--- config.mk ---
export PLATFORM = sky130hd
export DESIGN_NAME = io_flag_irq_ctrl
export DESIGN_NICKNAME = d
export VERILOG_FILES = /design/src/rtl/io_ctl_pkg.sv /design/src/rtl/io_chan_bits.sv /design/src/rtl/io_prio_enc.sv /design/src/rtl/io_data_mux.sv /design/src/rtl/io_flag_irq_ctrl.sv
export SDC_FILE = /design/constraint.sdc
export NUM_CORES = 1
export LEC_CHECK = 0
export ABC_CLOCK_PERIOD_IN_PS = 3500
export BUFFER_PORTS_ARGS = -buffer_cell sky130_fd_sc_hd__buf_2
export CORE_AREA = 10 10 507 509
export CTS_CLUSTER_DIAMETER = 50
export DETAILED_ROUTE_END_ITERATION = 10
export DIE_AREA = 0 0 517 519
export GPL_TIMING_DRIVEN = 0
export PLACE_DENSITY = 0.3
export SLEW_MARGIN = 5
export SYNTH_ARGS = -nofsm -noshare
export SYNTH_HDL_FRONTEND = slang
export SYNTH_SLANG_ARGS = --single-unit
--- constraint.sdc ---
create_clock -name clk -period 3.5 [get_ports clk]
set_input_delay 0.525 -clock clk [delete_from_list [all_inputs] [get_ports clk]]
set_output_delay 0.525 -clock clk [all_outputs]
set_load 0.01 [all_outputs]
--- src/rtl/io_ctl_pkg.sv ---
package io_ctl_pkg;
  typedef enum logic [3:0] {
    OP_SET_CTL   = 4'd0,
    OP_CLR_CTL   = 4'd1,
    OP_SET_FLG   = 4'd2,
    OP_CLR_FLG   = 4'd3,
    OP_SKIP_FCLR = 4'd4,
    OP_SKIP_FSET = 4'd5,
    OP_LOAD      = 4'd6,
    OP_MERGE     = 4'd7,
    OP_STORE     = 4'd8
  } io_op_e;

  localparam logic [3:0] OP_LAST = 4'd8;
  localparam int SEL_SYS = 0;
  localparam int SEL_OVF = 1;
endpackage

--- src/rtl/io_chan_bits.sv ---
module io_chan_bits #(
  parameter int NUM_CH = 64
) (
  input  logic              clk,
  input  logic              rst,
  input  logic [NUM_CH-1:0] set_ctl,
  input  logic [NUM_CH-1:0] clr_ctl,
  input  logic              clr_ctl_all,
  input  logic [NUM_CH-1:0] set_flg,
  input  logic [NUM_CH-1:0] clr_flg,
  input  logic [NUM_CH-1:0] dev_done,
  output logic [NUM_CH-1:0] ctrl,
  output logic [NUM_CH-1:0] flag
);
  localparam int NUM_SYS = 2;

  for (genvar i = 0; i < NUM_CH; i++) begin : g_ch
    if (i < NUM_SYS) begin : g_sys
      logic unused_sys;
      assign unused_sys = set_ctl[i] ^ clr_ctl[i] ^ set_flg[i] ^ clr_flg[i] ^ dev_done[i];
      assign ctrl[i] = 1'b0;
      assign flag[i] = 1'b0;
    end else begin : g_dev
      logic ctl_q;
      logic flg_q;
      always_ff @(posedge clk) begin
        if (rst) begin
          ctl_q <= 1'b0;
        end else if (clr_ctl_all || clr_ctl[i]) begin
          ctl_q <= 1'b0;
        end else if (set_ctl[i]) begin
          ctl_q <= 1'b1;
        end
      end
      // a device pulse outranks any clear in the same cycle
      always_ff @(posedge clk) begin
        if (rst) begin
          flg_q <= 1'b0;
        end else if (dev_done[i] || set_flg[i]) begin
          flg_q <= 1'b1;
        end else if (clr_flg[i]) begin
          flg_q <= 1'b0;
        end
      end
      assign ctrl[i] = ctl_q;
      assign flag[i] = flg_q;
    end
  end
endmodule

--- src/rtl/io_prio_enc.sv ---
module io_prio_enc #(
  parameter int N = 64,
  localparam int W = $clog2(N)
) (
  input  logic [N-1:0] req,
  output logic         any,
  output logic [W-1:0] idx
);
  always_comb begin
    any = 1'b0;
    idx = '0;
    for (int i = N - 1; i >= 0; i--) begin
      if (req[i]) begin
        any = 1'b1;
        idx = W'(i);
      end
    end
  end
endmodule

--- src/rtl/io_data_mux.sv ---
module io_data_mux #(
  parameter int NUM_CH = 64,
  parameter int DATA_W = 16,
  localparam int SEL_W = $clog2(NUM_CH)
) (
  input  logic [SEL_W-1:0]         sel,
  input  logic [NUM_CH*DATA_W-1:0] dev_buf,
  input  logic [DATA_W-1:0]        switch_in,
  input  logic [DATA_W-1:0]        acc_in,
  input  logic                     merge,
  output logic [DATA_W-1:0]        data
);
  logic [DATA_W-1:0] buf_arr [NUM_CH];
  logic [DATA_W-1:0] src;

  for (genvar i = 0; i < NUM_CH; i++) begin : g_unpack
    assign buf_arr[i] = dev_buf[i*DATA_W +: DATA_W];
  end

  always_comb begin
    src  = (sel == SEL_W'(io_ctl_pkg::SEL_OVF)) ? switch_in : buf_arr[sel];
    data = merge ? (src | acc_in) : src;
  end
endmodule

--- src/rtl/io_flag_irq_ctrl.sv ---
module io_flag_irq_ctrl #(
  parameter int NUM_CH       = 64,
  parameter int DATA_W       = 16,
  parameter int FIRST_IRQ_CH = 8,
  localparam int SEL_W = $clog2(NUM_CH)
) (
  input  logic                     clk,
  input  logic                     rst,
  input  logic                     op_valid,
  input  logic [3:0]               op_code,
  input  logic [SEL_W-1:0]         op_sel,
  input  logic                     op_clr,
  input  logic [DATA_W-1:0]        acc_in,
  input  logic [NUM_CH-1:0]        dev_done,
  input  logic [NUM_CH*DATA_W-1:0] dev_buf,
  input  logic [DATA_W-1:0]        switch_in,
  input  logic                     irq_inhibit,
  output logic [DATA_W-1:0]        rd_data,
  output logic                     rd_valid,
  output logic                     skip_req,
  output logic [DATA_W-1:0]        out_data,
  output logic [NUM_CH-1:0]        out_we,
  output logic [NUM_CH-1:0]        ctrl_out,
  output logic                     ovf_o,
  output logic                     irq_req,
  output logic [SEL_W-1:0]         irq_vec
);
  import io_ctl_pkg::*;

  localparam logic [NUM_CH-1:0] ONE_CH = NUM_CH'(1);

  io_op_e            op;
  logic              op_ok;
  logic              sel_sys, sel_ovf, sel_dev;
  logic [NUM_CH-1:0] sel_1h, dev_1h;
  logic [NUM_CH-1:0] set_ctl, clr_ctl, set_flg, clr_flg;
  logic              clr_all, opt_clr;
  logic [NUM_CH-1:0] ctrl, flag, irq_mask, pend;
  logic              test_bit, skip_d;
  logic              ien_q, ovf_q;
  logic              pend_any;
  logic [SEL_W-1:0]  pend_idx;
  logic [DATA_W-1:0] rd_d;
  logic              is_read, is_store;

  assign op    = io_op_e'(op_code);
  assign op_ok = op_valid && (op_code <= OP_LAST);

  assign sel_sys = (op_sel == SEL_W'(SEL_SYS));
  assign sel_ovf = (op_sel == SEL_W'(SEL_OVF));
  assign sel_dev = !sel_sys && !sel_ovf;
  assign sel_1h  = ONE_CH << op_sel;
  assign dev_1h  = sel_dev ? sel_1h : '0;

  assign opt_clr = op_ok && op_clr && (op != OP_SET_FLG) && (op != OP_CLR_FLG);
  assign set_ctl = (op_ok && op == OP_SET_CTL) ? dev_1h : '0;
  assign clr_ctl = (op_ok && op == OP_CLR_CTL) ? dev_1h : '0;
  assign clr_all = op_ok && (op == OP_CLR_CTL) && sel_sys;
  assign set_flg = (op_ok && op == OP_SET_FLG) ? dev_1h : '0;
  assign clr_flg = ((op_ok && op == OP_CLR_FLG) || opt_clr) ? dev_1h : '0;

  io_chan_bits #(.NUM_CH(NUM_CH)) u_bits (
    .clk(clk), .rst(rst),
    .set_ctl(set_ctl), .clr_ctl(clr_ctl), .clr_ctl_all(clr_all),
    .set_flg(set_flg), .clr_flg(clr_flg), .dev_done(dev_done),
    .ctrl(ctrl), .flag(flag)
  );

  // global bits at select codes 0 and 1
  always_ff @(posedge clk) begin
    if (rst) begin
      ien_q <= 1'b0;
    end else if (op_ok && sel_sys) begin
      if (op == OP_SET_FLG) ien_q <= 1'b1;
      else if (op == OP_CLR_FLG) ien_q <= 1'b0;
    end
  end

  always_ff @(posedge clk) begin
    if (rst) begin
      ovf_q <= 1'b0;
    end else if (op_ok && sel_ovf) begin
      if (op == OP_SET_FLG) ovf_q <= 1'b1;
      else if (op == OP_CLR_FLG || op_clr) ovf_q <= 1'b0;
    end
  end

  // skip decision on the state before the operation
  always_comb begin
    test_bit = sel_ovf ? ovf_q : |(flag & sel_1h);
    skip_d   = op_ok && (((op == OP_SKIP_FCLR) && !test_bit) ||
                         ((op == OP_SKIP_FSET) && test_bit));
  end

  assign is_read  = op_ok && (op == OP_LOAD || op == OP_MERGE);
  assign is_store = op_ok && (op == OP_STORE);

  io_data_mux #(.NUM_CH(NUM_CH), .DATA_W(DATA_W)) u_mux (
    .sel(op_sel), .dev_buf(dev_buf), .switch_in(switch_in),
    .acc_in(acc_in), .merge(op == OP_MERGE), .data(rd_d)
  );

  always_ff @(posedge clk) begin
    if (rst) begin
      skip_req <= 1'b0;
      rd_valid <= 1'b0;
      rd_data  <= '0;
      out_we   <= '0;
      out_data <= '0;
    end else begin
      skip_req <= skip_d;
      rd_valid <= is_read;
      rd_data  <= is_read ? rd_d : '0;
      out_we   <= is_store ? dev_1h : '0;
      if (is_store) out_data <= acc_in;
    end
  end

  // interrupt arbitration: lowest eligible channel wins
  for (genvar i = 0; i < NUM_CH; i++) begin : g_mask
    assign irq_mask[i] = (i >= FIRST_IRQ_CH);
  end
  assign pend = ctrl & flag & irq_mask;

  io_prio_enc #(.N(NUM_CH)) u_prio (.req(pend), .any(pend_any), .idx(pend_idx));

  always_ff @(posedge clk) begin
    if (rst) begin
      irq_req <= 1'b0;
      irq_vec <= '0;
    end else begin
      irq_req <= ien_q && pend_any && !irq_inhibit;
      irq_vec <= pend_any ? pend_idx : '0;
    end
  end

  assign ctrl_out = ctrl;
  assign ovf_o    = ovf_q;
endmodule

* Yosys cells after proc, flatten, opt, wreduce, memory -nomap -nowiden
Cells that the tools add are included.
Operators by class: add/subtract/negate cells 0, multiply operators 0, div/mod/pow operators 0, magnitude comparators 2, equal/unequal tests 11, shift operators 1, multiplexer cells 251, bitwise gates (word level) 7, reduce and logical (&&, ||, !) cells 290
Operators by type and width (count):
- $mux W64 | 5
- $mux W6 | 32
- $mux W1 | 185
- $reduce_or A2 Y1 | 65
- $and A64 B64 Y64 | 2
- $logic_or A1 B1 Y1 | 128
- $reduce_bool A2 Y1 | 64
- $bmux W16 S6 | 1
- $mux W5 | 16
- $mux W16 | 4
- $reduce_or A64 Y1 | 1
- $shl A1 B6 Y64 const A | 1
- $mux W4 | 8
- $reduce_or A26 Y1 | 1
- $logic_and A1 B1 Y1 | 19
- $eq A4 B3 Y1 const B | 4
- $or A16 B16 Y16 | 1
- $reduce_or A10 Y1 | 1
- $eq A4 B2 Y1 const B | 2
- $ne A4 B2 Y1 const B | 2
- $ge A7 B7 Y1 const B | 1
- $not A6 Y7 | 1
- $eq A6 B1 Y1 const B | 1
- $logic_not A6 Y1 | 1
- other kinds (10) | 16
Storage, ports and cells: register bits after elaboration 231, latch bits 0, RAM bits 0, ROM bits 0, input port bits 1135, output and inout bits 170, word-level logic and storage cells 700, memories 0

* Logic depth before layout (Yosys ltp)
depth in word-level cells 59, depth in mapped cells 11, gate-level depth less buffers 7

* Modules after synthesis
A second synthesis with hierarchy kept.
Unflattened totals: cells, all modules 2208, area total of the unflattened synthesis 20189.4 um2
Modules (own cells, without submodules):
- io_data_mux | instances 1, cells each 668, area each 8519.4 um2
- io_flag_irq_ctrl | instances 1, cells each 822, area each 5572.8 um2
- io_chan_bits | instances 1, cells each 578, area each 5333.9 um2
- io_prio_enc | instances 1, cells each 140, area each 763.2 um2

* Worst setup path after synthesis
No wires, ideal clock.
kind input to register, start point input op_sel[0], end point register rd_data[13], setup time 0.136 ns, arrival time 2.477 ns, required time 3.364 ns, setup slack 0.886 ns, cell stages on the path 7, path buffers 2, path through buf_4 clkbuf_1 mux4_2 mux4_2 mux2_2 o21ai_1 a31oi_1
On the way: longest elaborated chain between the ends 7
RTL lines:
- start: declaration | line io_flag_irq_ctrl.sv:11 | input logic [SEL_W-1:0] op_sel,
- $not A6 Y7 (implied by the code) | line io_data_mux.sv:21 | src = (sel == SEL_W'(io_ctl_pkg::SEL_OVF)) ? switch_in : buf_arr[sel];
- $bmux W16 S6 | line io_data_mux.sv:21
- $mux W16 (implied by the code) (2 in a row) | line io_data_mux.sv:21
- $mux W16 * | line io_data_mux.sv:21
- $or A16 B16 Y16 | line io_data_mux.sv:22 | data = merge ? (src | acc_in) : src;
- $mux W16 * | line io_data_mux.sv:22
- end signal: assignment | line io_flag_irq_ctrl.sv:113 | rd_data <= is_read ? rd_d : '0;
- end: declaration | line io_flag_irq_ctrl.sv:18 | output logic [DATA_W-1:0] rd_data,
Every way passes the cells marked *; elsewhere a longest branch is shown, timed or not. The select of a mux whose other input is x is not followed. A chain may end at the register's enable or synchronous reset.

* Worst setup path after layout
start point input op_sel[1], end point register rd_data[1]
Same word-level chain as after synthesis.

==> key figures <==
Flow run
  – Max Cap Violations: 0

Yosys
  – Syn avg cell area: ~11 µm²
  – Async set-reset flop share out of synthesis: 0%
  – Yosys warns: 0
  – Seq/Total Area, Yosys: 25.3%
  – EDFF count, synth: 0
  – Cells after Synth: 1,732
  – Yosys top cell area share: around 37%
  – Synth top area cells: mux4_2, dfxtp_1, a21oi_1
  – FF+latch count, synth: 231
  – Number of distinct library cells after synthesis: 63
  – Yosys top cell by area: mux4_2
  – Prevailing post-synth register cell: dfxtp_1
  – Mapped Area: around 18,000 µm²

GRT
  – Largest net degree at the start of global routing: 14
  – Initial antenna violation count: 225
  – Total gr overflow: 0
  – Number of global-route vias before repair: 23,973
  – First-pass GRT wire length: 300 mm
  – All-Layer GR Usage: 17.5%

Worst setup path
  – RR Endpoint: irq_vec[2]$_SDFF_PP0_
  – Crit path required time: 3.90 ns
  – Crit end category: flop
  – Crit-path cells: buf_2 > buf_4 > clkbuf_1 > mux4_2 > mux4_2 > mux2_2 > o21ai_1 > a31oi_1
  – Worst setup SP type: input pin
  – Reg2Reg Launch Point: u_bits.g_ch[41].g_dev.flg_q$_SDFFE_PP0P_
  – Crit path max-delay family: buffers and inverters
  – R2R Setup Slk: 0.36 ns
  – Worst path most repeated cell: mux4_2
  – Worst Path Max Fanout: 10
  – Worst reg-to-reg path cell count: 7
  – Crit-path slowest cell: clkbuf_1
  – Critical path buffer and inverter count: 3
  – Worst setup path class: input pin to flop
  – CP peak stage delay: 1.04 ns
  – WP data arrival: 3.95 ns

CTS
  – Post CTS Setup Buffer Count: 0
  – CTS tree: yes
  – CTS clk-pin slew, worst paths: 0.06 ns
  – H-Tree Depth: 2
  – Cts repair resizes: 40
  – # hold bufs at CTS: 0
  – CTS root buf: clkbuf_16
  – Clock buffer depth: 3
  – Worst skew pair latency: 0.62 ns
  – Num CTS Buffers: 46
  – TritonCTS Sinks: around 230

Die
  – Chip Height: 519 µm
  – Initial core utilization: 7.40%
  – Io pins: approximately 1,300
  – Row Count: 183
  – Core ar.: 247,000 µm²
  – Die area: 268,000 µm²
  – Chip width: 517 µm

Finish
  – Share of cells above drive strength 1: 60.3%
  – Fillers: about 29,000
  – Final #Nets: 4,206
  – Area growth from synthesis to layout: 68.9%
  – Fin area: between 30,000 and 40,000 µm²
  – Most frequent cells in the layout: buf_2, mux4_2, dfxtp_1, a21oi_1, nand2_1
  – Commonest non-fill, non-tap cell in the layout: buf_2

STA
  – Clk_skew: approximately 0.038 ns
  – Slew HR: around 8.4%
  – F_max: 282 MHz
  – RSZ-0062 raised after global routing: false
  – Setup ws final: -0.0427 ns
  – Slew Limit Fails: 0
  – Hold Fails Final Rpt: 0
  – Slew @ Worst Pin: 1.37 ns
  – Tmin final: 3.54 ns
  – Worst Hold Slack: 0.170 ns
  – Final worst path period share: 101%
  – Final setup viols: 6
  – Setup TNS: -0.0966 ns

Drt
  – Post-route ant nets: 0
  – Post-Route WL: 247 mm
  – Residual DRC count: 0
  – Avg WL per Cell: 38.3 µm
  – Initial DRC Count: around 2,100
  – Drt via density: 3.66
  – Detailed Routing Iterations Pass 1: 5
  – Via Count: 23,598

Min path
  – Hold WC Path Type: input pin to flop
  – Hold EP: u_bits.g_ch[28].g_dev.flg_q$_SDFFE_PP0P_
  – Hold path cells: 3
  – Hold path start: dev_done[28]

Placement
  – Placer Congestion: 0.944
  – HPWL after DPL: 225 mm
  – Area after DPL: 28,900 µm²
  – Port Buffers: 1,281

Outcome
  – Failing checks: setup timing
  – Status: finished with violations

Pwr
  – Max IR drop VDD: 0.284 mV
  – Pwr/cell area: around 340 nW/µm²
  – Pleak: between 10 and 15 nW
  – Final Power: 0.0106 W
-- worst max-delay path by stage --
| stage | start | to | depth (start not counted) |
|---|---|---|---|
| after global routing | op_sel[1] | rd_data[10]$_SDFF_PP0_ | 8 |
| after global placement | op_sel[1] | skip_req$_SDFF_PP0_ | 10 |
| final | op_sel[1] | rd_data[1]$_SDFF_PP0_ | 8 |
| after detailed placement | op_sel[1] | rd_data[1]$_SDFF_PP0_ | 8 |
| after floorplan | op_sel[0] | rd_data[13]$_SDFF_PP0_ | 7 |
| after CTS | op_sel[1] | rd_data[0]$_SDFF_PP0_ | 9 |
-- synth_stat cells, types with 2 or more instances --
library cell	instances
nor3_1	17
nor4b_1	4
a211oi_1	65
o21ai_1	17
nand4b_1	5
clkbuf_1	100
a22oi_1	38
nor3b_1	2
buf_1	4
nor4bb_1	4
buf_4	71
buf_2	49
dfxtp_1	231
inv_1	2
mux2_2	33
nor4_1	3
nor2b_1	6
o21ai_0	69
a31oi_1	21
a2111oi_0	5
nor2_1	124
o211ai_1	2
nand4_1	12
nand2b_1	12
a21oi_1	211
mux4_2	304
and2_1	11
buf_6	7
a41oi_1	2
a22o_1	19
nand3_1	14
a32oi_1	3
and4b_1	6
a221o_1	16
nand2_1	168
a21boi_0	3
and3_1	15
a221oi_1	6
or4b_1	3
mux2i_1	19
a32o_1	7
-- cell type report --
| cell class | instances | area [µm²] | share of cell area, % |
|---|---|---|---|
| flip-flops and latches | 231 | 4620 | 15.0 |
| plain buffers | 231 | 1320 | 4.29 |
| diodes | 100 | 250 | 0.810 |
| inverters | 2 | 7.51 | 0.0243 |
| repair buffers | 1288 | 6500 | 21.0 |
| multi-input cells | 1271 | 12500 | 40.5 |
| well taps | 3237 | 4050 | 13.1 |
| clock inverters | 35 | 432 | 1.40 |
| clock buffers | 51 | 1200 | 3.88 |
-- layer usage --
| layer | share of wire, % | GRT usage [%] |
|---|---|---|
| met4 | 2.3 | 2.69 |
| met3 | 7.2 | 4.23 |
| met2 | 54 | 34.2 |
| met1 | 36 | 19.1 |
| met5 | 0.27 | 0 |
-- per-stage QoR --
step | cells | setup slack, ns | utilization (%)
floorplan | 1735 | 0.886 | -
CTS | 6346 | 0.0246 | 12.4
global route | 6412 | 0.0317 | 12.5
detailed placement | 6260 | -1.54 | 11.7
global placement | 6253 | -2.35 | 11.6
finish | 6446 | -0.0427 | 12.5
-- cells by family after synthesis --
logic type | synth area share, %
other | 0.0205
AO/OA/AOI/OAI | 16.6
buffers and inverters | 6.86
AND/OR/NAND/NOR | 10.7
multiplexers | 40.6
flip-flops | 25.3
-- where the power goes --
part           switching (W)  internal [W]
Clock                0.00181       0.00292
Sequential         0.0000879       0.00269
Combinational        0.00177       0.00127
-- sequential cells by signal, indices dropped and copies added (netlist names) --
| signal | count |
|---|---|
| irq_req | 1 |
| skip_req | 1 |
| out_data | 16 |
| rd_valid | 1 |
| ien_q | 1 |
| irq_vec | 6 |
| ovf_o | 1 |
| u_bits.g_ch.g_dev.ctl_q | 62 |
| out_we | 64 |
| u_bits.g_ch.g_dev.flg_q | 62 |
| rd_data | 16 |
-- worst reg2reg max path, stage by stage, from the launching register on --
cell and delay, ns:
dfxtp_1 0.55, a22oi_1 0.27, nand4_1 0.23, nor4b_1 0.10, a41oi_1 0.89, a21boi_0 0.47
nand2_1 0.12, a31oi_1 0.38
Power figures use the tool's default switching activity.
